File: src/rtl/cmdq_pkg.sv
package cmdq_pkg;
  localparam logic [1:0] SEL_CTRL = 2'd0;
  localparam logic [1:0] SEL_BASE = 2'd1;
  localparam logic [1:0] SEL_PROD = 2'd2;
  localparam logic [1:0] SEL_CONS = 2'd3;

  localparam logic [6:0] ERR_NONE     = 7'd0;
  localparam logic [6:0] ERR_ILLEGAL  = 7'd1;
  localparam logic [6:0] ERR_ABORT    = 7'd2;
  localparam logic [6:0] ERR_ATC_SYNC = 7'd3;

  localparam int CTRL_EN_BIT = 3;

  typedef enum logic [2:0] {
    CLS_BAD, CLS_PLAIN, CLS_INVAL, CLS_SYNC_IRQ, CLS_SYNC_EVT
  } cmdClass_e;

  typedef struct packed {
    logic       issue;
    logic       advance;
    logic       setErr;
    logic [6:0] errCode;
    logic       fireInval;
    logic       fireIrq;
    logic       fireEvt;
  } ctrlStb_t;

  function automatic cmdClass_e classify(input logic [7:0] op, input logic [1:0] cs);
    cmdClass_e c;
    case (op)
      8'h01, 8'h02, 8'h40, 8'h41, 8'h44, 8'h45: c = CLS_PLAIN;
      8'h03, 8'h04, 8'h05, 8'h06, 8'h07,
      8'h10, 8'h11, 8'h12, 8'h13, 8'h18, 8'h1A,
      8'h20, 8'h21, 8'h22, 8'h23, 8'h28, 8'h2A, 8'h30: c = CLS_INVAL;
      8'h46: begin
        case (cs)
          2'd0:    c = CLS_PLAIN;
          2'd1:    c = CLS_SYNC_IRQ;
          2'd2:    c = CLS_SYNC_EVT;
          default: c = CLS_BAD;
        endcase
      end
      default: c = CLS_BAD;
    endcase
    return c;
  endfunction
endpackage

File: src/rtl/cmdq_datapath.sv
module cmdq_datapath
  import cmdq_pkg::*;
#(
  parameter int MAX_LOG2 = 8,
  parameter int ADDR_W   = 52
) (
  input  logic                 clk,
  input  logic                 rstN,
  input  logic                 regWe,
  input  logic [1:0]           regSel,
  input  logic [63:0]          regWdata,
  input  ctrlStb_t             stb,
  input  logic [127:0]         rspData,
  output logic [ADDR_W-1:0]    memAddr,
  output logic [31:0]          consReg,
  output logic                 cmdqEmpty,
  output logic                 cmdqFull,
  output logic                 errActive,
  output logic                 qEnable,
  output cmdClass_e            cmdClass,
  output logic                 invStrobe,
  output logic [7:0]           invOp,
  output logic [15:0]          invAsid,
  output logic [15:0]          invVmid,
  output logic                 syncIrq,
  output logic                 syncEvt,
  output logic                 gerrStrobe
);
  localparam int PTR_W = MAX_LOG2 + 1;
  localparam int L2_W  = $clog2(MAX_LOG2 + 1);

  logic [ADDR_W-1:6] baseR;
  logic [L2_W-1:0]   log2R;
  logic [PTR_W-1:0]  prodR, consPtrR, consNext;
  logic [6:0]        consErrR;
  logic [PTR_W-1:0]  wrapBit, wrapIdxMask, idxMask, ptrDiff, slotIdx;
  logic              unusedBits;

  assign unusedBits = ^{regWdata, rspData[127:64], rspData[31:14], rspData[11:8]};

  // Run-time masks derived from the programmed size
  always_comb begin
    wrapBit     = PTR_W'(1) << log2R;
    wrapIdxMask = (wrapBit << 1) - PTR_W'(1);
    idxMask     = wrapBit - PTR_W'(1);
    ptrDiff     = (consPtrR ^ prodR) & wrapIdxMask;
    consNext    = (consPtrR & ~wrapIdxMask) | ((consPtrR + PTR_W'(1)) & wrapIdxMask);
    slotIdx     = consPtrR & idxMask;
  end

  assign cmdqEmpty = (ptrDiff == '0);
  assign cmdqFull  = (ptrDiff == wrapBit);
  assign errActive = (consErrR != ERR_NONE);
  assign memAddr   = {baseR, 6'b0} + (ADDR_W'(slotIdx) << 4);
  assign cmdClass  = classify(rspData[7:0], rspData[13:12]);

  always_comb begin
    consReg = '0;
    consReg[30:24] = consErrR;
    consReg[PTR_W-1:0] = consPtrR;
  end

  always_ff @(posedge clk) begin
    if (!rstN) begin
      qEnable  <= 1'b0;
      baseR    <= '0;
      log2R    <= '0;
      prodR    <= '0;
      consPtrR <= '0;
      consErrR <= ERR_NONE;
    end else begin
      if (regWe && regSel == SEL_CTRL) qEnable <= regWdata[CTRL_EN_BIT];
      if (regWe && regSel == SEL_BASE) begin
        baseR <= regWdata[ADDR_W-1:6];
        log2R <= (regWdata[4:0] > 5'(MAX_LOG2)) ? L2_W'(MAX_LOG2) : L2_W'(regWdata[4:0]);
      end
      if (regWe && regSel == SEL_PROD) prodR <= regWdata[PTR_W-1:0];
      // Software write wins over a hardware update in the same cycle
      if (regWe && regSel == SEL_CONS) begin
        consPtrR <= regWdata[PTR_W-1:0];
        consErrR <= regWdata[30:24];
      end else begin
        if (stb.advance) consPtrR <= consNext;
        if (stb.setErr)  consErrR <= stb.errCode;
      end
    end
  end

  always_ff @(posedge clk) begin
    if (!rstN) begin
      invStrobe  <= 1'b0;
      invOp      <= '0;
      invAsid    <= '0;
      invVmid    <= '0;
      syncIrq    <= 1'b0;
      syncEvt    <= 1'b0;
      gerrStrobe <= 1'b0;
    end else begin
      invStrobe  <= stb.fireInval;
      syncIrq    <= stb.fireIrq;
      syncEvt    <= stb.fireEvt;
      gerrStrobe <= stb.setErr;
      if (stb.fireInval) begin
        invOp   <= rspData[7:0];
        invAsid <= rspData[63:48];
        invVmid <= rspData[47:32];
      end
    end
  end
endmodule

File: src/rtl/cmdq_ctrl.sv
module cmdq_ctrl
  import cmdq_pkg::*;
(
  input  logic      clk,
  input  logic      rstN,
  input  logic      qEnable,
  input  logic      cmdqEmpty,
  input  logic      errActive,
  input  logic      consWrite,
  input  logic      rspValid,
  input  logic      rspErr,
  input  cmdClass_e cmdClass,
  output logic      memReq,
  output ctrlStb_t  stb
);
  typedef enum logic {ST_IDLE, ST_WAIT} state_e;
  state_e state;
  logic   canIssue, rspTaken;

  assign canIssue = (state == ST_IDLE) && qEnable && !cmdqEmpty && !errActive && !consWrite;
  assign rspTaken = (state == ST_WAIT) && rspValid;
  assign memReq   = canIssue;

  always_comb begin
    stb = '0;
    stb.issue = canIssue;
    if (rspTaken) begin
      if (rspErr) begin
        stb.setErr  = 1'b1;
        stb.errCode = ERR_ABORT;
      end else begin
        case (cmdClass)
          CLS_PLAIN:    stb.advance = 1'b1;
          CLS_INVAL:    begin stb.advance = 1'b1; stb.fireInval = 1'b1; end
          CLS_SYNC_IRQ: begin stb.advance = 1'b1; stb.fireIrq = 1'b1; end
          CLS_SYNC_EVT: begin stb.advance = 1'b1; stb.fireEvt = 1'b1; end
          default: begin
            stb.setErr  = 1'b1;
            stb.errCode = ERR_ILLEGAL;
          end
        endcase
      end
    end
  end

  always_ff @(posedge clk) begin
    if (!rstN) state <= ST_IDLE;
    else if (canIssue) state <= ST_WAIT;
    else if (rspTaken) state <= ST_IDLE;
  end
endmodule

File: src/rtl/cmdq_consumer.sv
module cmdq_consumer
  import cmdq_pkg::*;
#(
  parameter int MAX_LOG2 = 8,
  parameter int ADDR_W   = 52
) (
  input  logic              clk,
  input  logic              rstN,
  input  logic              regWe,
  input  logic [1:0]        regSel,
  input  logic [63:0]       regWdata,
  output logic [31:0]       consReg,
  output logic              cmdqEmpty,
  output logic              cmdqFull,
  output logic              memReq,
  output logic [ADDR_W-1:0] memAddr,
  input  logic              memRspValid,
  input  logic              memRspErr,
  input  logic [127:0]      memRspData,
  output logic              invStrobe,
  output logic [7:0]        invOp,
  output logic [15:0]       invAsid,
  output logic [15:0]       invVmid,
  output logic              syncIrq,
  output logic              syncEvt,
  output logic              gerrStrobe
);
  ctrlStb_t  stb;
  cmdClass_e cmdClass;
  logic      errActive, qEnable, consWrite;

  assign consWrite = regWe && (regSel == SEL_CONS);

  cmdq_ctrl u_ctrl (
    .clk(clk), .rstN(rstN), .qEnable(qEnable), .cmdqEmpty(cmdqEmpty),
    .errActive(errActive), .consWrite(consWrite), .rspValid(memRspValid),
    .rspErr(memRspErr), .cmdClass(cmdClass), .memReq(memReq), .stb(stb)
  );

  cmdq_datapath #(.MAX_LOG2(MAX_LOG2), .ADDR_W(ADDR_W)) u_dp (
    .clk(clk), .rstN(rstN), .regWe(regWe), .regSel(regSel), .regWdata(regWdata),
    .stb(stb), .rspData(memRspData), .memAddr(memAddr), .consReg(consReg),
    .cmdqEmpty(cmdqEmpty), .cmdqFull(cmdqFull), .errActive(errActive),
    .qEnable(qEnable), .cmdClass(cmdClass), .invStrobe(invStrobe), .invOp(invOp),
    .invAsid(invAsid), .invVmid(invVmid), .syncIrq(syncIrq), .syncEvt(syncEvt),
    .gerrStrobe(gerrStrobe)
  );
endmodule

File: config.mk
export PLATFORM = sky130hd
export DESIGN_NAME = cmdq_consumer
export DESIGN_NICKNAME = d
export VERILOG_FILES = /design/src/rtl/cmdq_pkg.sv /design/src/rtl/cmdq_datapath.sv /design/src/rtl/cmdq_ctrl.sv /design/src/rtl/cmdq_consumer.sv
export SDC_FILE = /design/constraint.sdc
export NUM_CORES = 1
export LEC_CHECK = 0
export BUFFER_PORTS_ARGS = -buffer_cell sky130_fd_sc_hd__buf_2
export CAP_MARGIN = 20
export CELL_PAD_IN_SITES_DETAIL_PLACEMENT = 1
export CELL_PAD_IN_SITES_GLOBAL_PLACEMENT = 1
export CORE_ASPECT_RATIO = 1.75
export CORE_MARGIN = 1
export CORE_UTILIZATION = 32
export CTS_BUF_LIST = sky130_fd_sc_hd__clkbuf_4 sky130_fd_sc_hd__clkbuf_8 sky130_fd_sc_hd__clkbuf_16
export CTS_CLUSTER_SIZE = 40
export DETAILED_ROUTE_END_ITERATION = 10
export GPL_ROUTABILITY_DRIVEN = 1
export PLACE_DENSITY = 0.77
export SYNTH_ARGS = -nofsm -noshare
export SYNTH_HDL_FRONTEND = slang
export SYNTH_SLANG_ARGS = --single-unit
File: constraint.sdc
create_clock -name clk -period 5.3 [get_ports clk]
set_input_delay 0.53 -clock clk [delete_from_list [all_inputs] [get_ports clk]]
set_output_delay 0.53 -clock clk [all_outputs]
set_load 0.01 [all_outputs]
==> flow_summary.ini, run 1 <==
[synth]
ys_ff_latch = 121
synth_area_leaders = dfxtp_1 37%, nand2_1 13%, a21boi_0 11%
synth-warning-count = 0
syn-instance-count = 836
syn_avg_cell_area_um2 = 7.88
synth_edf_count = 0
ys_seq_area_share_pct = 36.8
synth_ff_type = dfxtp_1
async_reset_ff_share_pct = 0
synth_top_area_share_pct = 36.8
synthDistinctLibCells = 59
yosys.area.top_type = dfxtp_1
synth_area_um2 = 6590

[min_path]
hold_path.class = input pin to flop
holdPathEnd = u_dp.invAsid[8]$_SDFFE_PN0P_
hold_start = memRspData[56]
hold_depth = 3

[critical_path]
critPathMaxFanout = 7
slowest_stage = o21ai_0
rr_worst_depth = 9
end_kind = output port
critical_path.top_delay_family = compound AO/OA/AOI/OAI gates
cp_data_arrival_time_ps = 4360
critical_path_class = flop to output port
r2r-start = u_dp.log2R[3]$_SDFFE_PN0P_
required_ps = 4770
path_cells = nor3_1, nand2_1, ha_1, nor4_1, a21o_1, a22oi_1, nor2b_1, ha_1, nor2b_1, o21a_1, o21ai_0, a21o_1, nor4_1, xor2_1, buf_2
regToRegSetupSlack_ps = 2580
critical_path_depth = 15
path_buf_inv = 1
max_stage_delay_ps = 550
crit_path_start_kind = flop

[timing]
slew_violations = 0
slew_headroom_pct = 30.7
worstMarginPinSlew_ps = 1040
hold_slack_ps = 344
setup_viol_count_final = 0
rsz0062_at_grt = no
finalHoldViolCount = 0
period_minus_slack_ps = 4890
max_freq_ghz = 0.205
finClkSkew_ps = 4.72
finalSetupTns_ps = 0
finalCritPeriodShare_pct = 92.2

[placed_design]
gp_congestion = 0.873
place_inst = 1262
port-buffer-count = 211
place_hpwl_um = 16600

[clock_network]
max-clock-path-buffers = 2
clock-sinks = 121
h-tree-depth = 4
postCtsSetupBuffers = 0
cts_tree = yes
post_cts_resized = 0
clock_latency_ps = 430
clk_pin_slew_ps = 60
root_buffer = clkbuf_16
cts_buffers = 17
ctsHoldBuffers = 0

[finish]
layout-drive-gt1-share_pct = 25.9
area_growth_pct = 28.6
finalNetCount = 1242
final_cells = 1295

[global_routing]
antenna_found_initial = 2
grt_usage_pct = 20.7
grt_overflow = 0
grt_max_degree = 50
grt_pass1_wl_um = 34200
grt_pass1_vias = 6746

[route]
drc = 0
viasPerCell = 5.13
ant_nets = 0
wl_um = 21800
drtPass1Iterations = 4
drtIter0Drc = 231
wl_per_cell_um = 16.8
num_vias = 6641

[outcome]
status = completed

[die]
start_util_pct = 32.6
core_um2 = 20200
io_pins = 330
die_area_um2 = 21200
std_cell_rows = 69
fp.dieH_um = 192
die_x_um = 110

[power_and_ir_drop]
vdd_drop_max_mv = 0.222
leakagePower_nw = 3.56
fin_total_pwr_mw = 2.44
power_density_nw_per_um2 = 288

[flow_run]
drv_cap = 0
## flip-flops by register name, indices dropped and copies added, names as in the netlist, named ones only
name,flops
u_ctrl.state,1
u_dp.syncIrq,1
u_dp.invStrobe,1
u_dp.invVmid,16
u_dp.consPtrR,1
u_dp.prodR,9
u_dp.log2R,4
u_dp.invOp,8
u_dp.syncEvt,1
u_dp.baseR,46
u_dp.consErrR,7
u_dp.gerrStrobe,1
u_dp.invAsid,16
u_dp.qEnable,1
## how the worst max path moves through the flow
stage,startpoint,end,slack (ps)
after floorplan,u_dp.log2R[3]$_SDFFE_PN0P_,memAddr[38],1100
after CTS,u_dp.log2R[3]$_SDFFE_PN0P_,memAddr[28],340
after global routing,u_dp.log2R[3]$_SDFFE_PN0P_,memAddr[28],120
final,u_dp.log2R[3]$_SDFFE_PN0P_,memAddr[28],410
after global placement,u_dp.log2R[3]$_SDFFE_PN0P_,memAddr[28],930
after detailed placement,u_dp.log2R[3]$_SDFFE_PN0P_,memAddr[28],850
## where the power goes
part	internal, mW	leakage, nW	switching, mW
registers	0.930	0.980	0.0244
logic	0.0954	2.27	0.127
clock network	0.827	0.305	0.439
total	1.85	3.56	0.591
## layout make-up
cell class / count / area, um^2
Inverter: 14 / 52.6
Tap cell: 248 / 310
Fill cell: 2545 / 11700
Sequential cell: 121 / 2420
Timing Repair Buffer: 225 / 1160
Clock inverter: 11 / 169
Clock buffer: 21 / 474
Antenna cell: 1 / 2.50
Multi-Input combinational cell: 654 / 3880
## placed cells by master (no fill, tap or decap), drive strengths merged, types with 7 or more instances in the layout
cell / netlist / routed
xor2: 14 / 14
nor3: 11 / 11
and3: 8 / 8
dfxtp: 121 / 121
nand3: 28 / 28
o21ai: 26 / 26
nand4: 18 / 18
nand2: 226 / 226
ha: 9 / 9
nor4: 10 / 10
buf: 22 / 225
nor2: 20 / 20
nor2b: 16 / 16
a31oi: 7 / 7
inv: 14 / 14
a21oi: 18 / 18
conb: 1 / 20
xnor2: 43 / 43
a21boi: 98 / 98
clkbuf: 44 / 21
## layer usage
layer | GRT usage [%] | wire length, um
met1 | 20.0 | 8020
met2 | 39.8 | 11800
met3 | 5.14 | 1130
met4 | 10.9 | 797
met5 | 0 | 13
## kinds of logic after synthesis
logic type	count (synthesis)	synth area share (%)
adder cells (fa/ha/maj)	10	2.01
AO/OA/AOI/OAI	188	20.4
buffers and inverters	80	5.74
XOR/XNOR	57	7.58
AND/OR/NAND/NOR	374	26.7
other	1	0.0569
multiplexers	5	0.760
flip-flops	121	36.8
## synthesized netlist by cell type, types with 16 or more instances
library cell	instances
a21boi_0	98
a21oi_1	17
buf_4	20
clkbuf_1	44
dfxtp_1	121
nand2_1	226
nand3_1	28
nand4_1	17
nor2_1	20
nor2b_1	16
o21ai_0	25
xnor2_1	43
## through the flow
stage	util (%)	setup slack [ps]	cell area, um^2
after floorplan	-	1100	6660
after global placement	38.7	931	7830
after detailed placement	38.7	846	7830
after CTS	41.9	336	8470
after global routing	41.9	119	8470
final	41.9	412	8470
## worst reg2reg max path: stages, from the launching register on
cell	delay, ps
dfxtp_1	360
nor3_1	360
nand2_1	110
ha_1	320
or3_1	350
a21o_1	220
a2111oi_0	450
o21ai_1	160
xor2_1	170
a21oi_1	80
No activity file was read; power rests on OpenSTA's default activity.
==> run 2: changes to the inputs <==
Settings changed: REMOVE_ABC_BUFFERS set to 1.
==> run 2 against run 1 <==
Largest power group unchanged. Setup slack worse by 93 ps. Count of clock-buffer cells in the layout unchanged. Cell count is 0.23% lower. Combinational power about the same. Total power fell by 4.8%. Critical endpoint unchanged. Highest routed layer is now met4. Critical path type unchanged.
==> flow_summary.ini, run 2 (synthesis results as in run 1) <==
[outcome]
status = completed

[clock_network]
cts_buffers = 17
cts_tree = yes
h-tree-depth = 4
root_buffer = clkbuf_16
ctsHoldBuffers = 0
clock-sinks = 121
clock_latency_ps = 410
max-clock-path-buffers = 2
clk_pin_slew_ps = 60

[finish]
layout-drive-gt1-share_pct = 26.0
fillerInstances = 2585
regArea_um2 = 2420
area_growth_pct = 27.4
final_cell_mix = 226 x nand2_1, 211 x buf_2, 121 x dfxtp_1, 98 x a21boi_0, 43 x xnor2_1
num_antenna_cells = 0
top_register = u_dp.baseR
finalNetCount = 1240
layout_commonest_cell = nand2_1
largest_register_ffs = 46
top_regs = u_dp.baseR x46, u_dp.invAsid x16, u_dp.invVmid x16
multi_input_area_um2 = 3880

[timing]
finClkSkew_ps = 5.19
setup_viol_count_final = 0
max_freq_ghz = 0.201
rsz0062_at_grt = no
worstMarginPinSlew_ps = 999
finalHoldViolCount = 0
slew_headroom_pct = 33.4
finalSetupTns_ps = 0
finalCritPeriodShare_pct = 94.0
period_minus_slack_ps = 4980
slew_violations = 0

[die]
io_pins = 330
die_x_um = 110
fp.dieH_um = 192
start_util_pct = 32.6
die_area_um2 = 21200
std_cell_rows = 69
core_um2 = 20200

[route]
viasPerCell = 5.10
wl_um = 21200
drtPass1Iterations = 4
drtIter0Drc = 169
drc = 0
ant_nets = 0
num_vias = 6589
wl_per_cell_um = 16.4

[power_and_ir_drop]
vdd_drop_max_mv = 0.156
power_density_nw_per_um2 = 277
leakagePower_nw = 3.53
fin_total_pwr_mw = 2.33

[global_routing]
use_met3_pct = 4.95
grt_overflow = 0
met1_usage_pct = 19.8
grt.busiest_layer = met2
grt_pass1_vias = 6800
gr-usage-met2_pct = 38.3
grt_pass1_wl_um = 34000
grt_max_degree = 79
antenna_found_initial = 0
grt_usage_pct = 20.0

[critical_path]
critPathMaxFanout = 16
crit_path_start_kind = flop
end_kind = output port
required_ps = 4770
cp_data_arrival_time_ps = 4450
critical_path_class = flop to output port

[placed_design]
place_hpwl_um = 16000
gp_congestion = 0.783
port-buffer-count = 211

[flow_run]
drv_cap = 0

[min_path]
hold_path.class = input pin to flop
## run 2: layout make-up
cell class,count,share of cell area (%)
multi-input combinational,654,46.2
sequential,121,28.9
timing repair buffer,223,13.7
clock buffer,21,5.50
tap,248,3.70
clock inverter,11,1.45
inverter,14,0.626
## run 2: power by group
| group | leakage (nW) | total (mW) | switching [mW] | internal, mW |
|---|---|---|---|---|
| logic | 2.26 | 0.219 | 0.124 | 0.0953 |
| registers | 0.980 | 0.954 | 0.0237 | 0.930 |
| clock network | 0.288 | 1.15 | 0.433 | 0.720 |
| total | 3.53 | 2.33 | 0.580 | 1.75 |
## run 2: through the flow
stage | setup slack [ps] | utilization, % | cell area, um^2 | cells | hold slack [ps]
finish | 319 | 41.6 | 8390 | 1292 | 360
global placement | 782 | 38.6 | 7800 | 1260 | 446
CTS | 274 | 41.5 | 8390 | 1292 | 342
floorplan | 1200 | - | 6330 | 789 | 443
detailed placement | 739 | 38.6 | 7800 | 1260 | 455
global route | 18.3 | 41.6 | 8390 | 1292 | 351
## run 2: worst paths after layout
kind | from | end | slack, ps | cells past startpoint
setup / recovery | u_dp.log2R[1]$_SDFFE_PN0P_ | memAddr[28] | 320 | 16
hold / removal | memRspData[44] | u_dp.invVmid[12]$_SDFFE_PN0P_ | 360 | 3
setup reg to reg | u_dp.log2R[1]$_SDFFE_PN0P_ | flop | 2600 | 9
hold reg to reg | u_dp.invAsid[13]$_SDFFE_PN0P_ | u_dp.invAsid[13]$_SDFFE_PN0P_ | 460 | 2
## run 2: repair_timing
action,CTS,global route
resized for setup,0,2
setup endpoints to repair,0,5
buffers inserted,0,0
## run 2: critical path, stage by stage, from the launching register on
cell	delay, ps
dfxtp_1	480
nor3_1	370
nand2_1	100
ha_1	320
xnor2_1	220
nor2b_1	300
ha_1	250
inv_1	60
fa_1	400
nor2b_1	130
o21a_1	130
o21ai_0	160
buf_4	200
a21o_1	230
nor4_1	330
xor2_1	190
buf_2	160
## run 2: per-layer routing
layer	vias to the layer above	wire (um)
met3	37	1230
met5	-	0
met1	3124	7870
met2	206	11400
li1	3222	-
met4	0	742
==> run 3: changes to the inputs <==
==> constraint.sdc (replaced) <==
create_clock -name clk -period 5.3 [get_ports clk]
set_input_delay 1.06 -clock clk [delete_from_list [all_inputs] [get_ports clk]]
set_output_delay 1.06 -clock clk [all_outputs]
set_load 0.01 [all_outputs]
==> run 3 against run 2 <==
First-iteration DRC count up 31%. Global-route usage increased by 0.16 points. Setup slack better by 6.1 ps. Worst hold slack gained 100 ps. Critical path depth is 1 lower. Core utilization rose by 0.25 points. Fmax grew 0.12%. Critical path type unchanged. Highest routed layer unchanged.
==> flow_summary.ini, run 3 (synthesis results as in run 1) <==
[outcome]
status = completed

[power_and_ir_drop]
leakagePower_nw = 3.55
fin_total_pwr_mw = 2.27
vdd_drop_max_mv = 0.208
power_density_nw_per_um2 = 269

[die]
core_um2 = 20200
start_util_pct = 32.6
io_pins = 330
die_x_um = 110
fp.dieH_um = 192
std_cell_rows = 69
die_area_um2 = 21200

[finish]
finalInstanceArea_um2 = 8450
layout-drive-gt1-share_pct = 26.8
finalNetCount = 1246
final_cell_mix = 226 x nand2_1, 211 x buf_2, 121 x dfxtp_1, 98 x a21boi_0, 43 x xnor2_1
layout_commonest_cell = nand2_1
largest_register_ffs = 46
top_register = u_dp.baseR
final_cells = 1301
area_growth_pct = 28.2
top_regs = u_dp.baseR x46, u_dp.invAsid x16, u_dp.invVmid x16

[placed_design]
gp_congestion = 0.814
port-buffer-count = 211
place_inst = 1265
place_area_um2 = 7840
dp_slack_ps = 477
place_hpwl_um = 16300

[timing]
finalHoldViolCount = 0
slew_violations = 0
finalCritPeriodShare_pct = 93.9
setup_viol_count_final = 0
finClkSkew_ps = 5.49
worstMarginPinSlew_ps = 982
finalWorstSetupSlack_ps = 325
max_freq_ghz = 0.201
finalSetupTns_ps = 0
period_minus_slack_ps = 4980
rsz0062_at_grt = no
slew_headroom_pct = 34.5

[route]
wl_per_cell_um = 16.4
drc = 0
viasPerCell = 5.04
ant_nets = 0
num_vias = 6555
drtPass1Iterations = 4
drtIter0Drc = 222
wl_um = 21300

[global_routing]
grt_overflow = 0
grt_max_degree = 52
antenna_found_initial = 3
grt_pass1_vias = 6769
grt_pass1_wl_um = 34000
grt_usage_pct = 20.2

[critical_path]
critical_path.top_delay_family = compound AO/OA/AOI/OAI gates
cp_data_arrival_time_ps = 3920
path_cells = nor4_2, inv_1, ha_2, buf_4, a21o_1, a22oi_1, nor2b_1, ha_1, nor2b_1, o21a_1, o21ai_1, a21o_1, nor4_4, xor2_1, buf_2
critPathMaxFanout = 7
required_ps = 4240
critical_path_class = flop to output port
slowest_stage = o21ai_1
max_stage_delay_ps = 350
end_kind = output port
crit_path_start_kind = flop
path_buf_inv = 3

[min_path]
hold_path.class = flop to flop

[clock_network]
clock_latency_ps = 420
h-tree-depth = 4
clk_pin_slew_ps = 60
cts_tree = yes
max-clock-path-buffers = 2
clock-sinks = 121
cts_buffers = 17
ctsHoldBuffers = 0
root_buffer = clkbuf_16

[flow_run]
drv_cap = 0
[run 3: cell types whose count changed in the layout (fill, tap and decap cells not counted), moves of 3 or more]
cell and change:
o21ai_0 -3, clkbuf_4 -3, clkinv_2 -3, diode_2 +3
inv_6 +4, o21ai_1 +3, buf_4 +6
[run 3: where the power goes]
| part | internal (mW) | switching (mW) |
|---|---|---|
| Clock | 0.613 | 0.483 |
| Combinational | 0.0973 | 0.126 |
| Sequential | 0.930 | 0.0235 |
| Total | 1.64 | 0.633 |
[run 3: per-layer routing]
metal,global-route usage (%),share of wire (%),vias to the layer above
li1,-,-,3227
met1,20.2,37,3112
met2,38.7,54,180
met3,5.36,5.5,36
met4,9.03,3.2,0
met5,0,0,-
[run 3: worst min-delay path: stages, from the launching register on]
cell and delay [ps]:
dfxtp_1 300, nand2_1 50, a21boi_0 60
[run 3: final cells by class]
class	count	area, um^2
Antenna cell	3	7.51
Clock buffer	17	425
Clock inverter	15	129
Fill cell	2581	11800
Inverter	14	52.6
Multi-Input combinational cell	654	3910
Sequential cell	121	2420
Tap cell	248	310
Timing Repair Buffer	229	1190
[run 3: what timing repair did]
item | CTS | global route
setup buffers | 0 | 1
resized for setup | 2 | 8
endpoints found under the setup margin | 1 | 38
[run 3: final timing paths]
check,from,end,slack [ps],cells after the start
worst max-delay path,u_dp.log2R[3]$_SDFFE_PN0P_,memAddr[28],320,15
worst min-delay path,u_dp.baseR[47]$_SDFFE_PN0P_,u_dp.baseR[47]$_SDFFE_PN0P_,460,2
worst max register to register,u_dp.log2R[3]$_SDFFE_PN0P_,flop,2830,9
worst min register to register,u_dp.baseR[47]$_SDFFE_PN0P_,u_dp.baseR[47]$_SDFFE_PN0P_,460,2
[run 3: stage by stage]
| stage | hold WS (ps) | utilization [%] |
|---|---|---|
| 4_1_cts | 465 | 41.6 |
| 5_1_grt | 484 | 41.8 |
| 3_5_place_dp | 456 | 38.8 |
| 3_3_place_gp | 446 | 38.8 |
| 6_report | 460 | 41.8 |
| 2_1_floorplan | 443 | - |
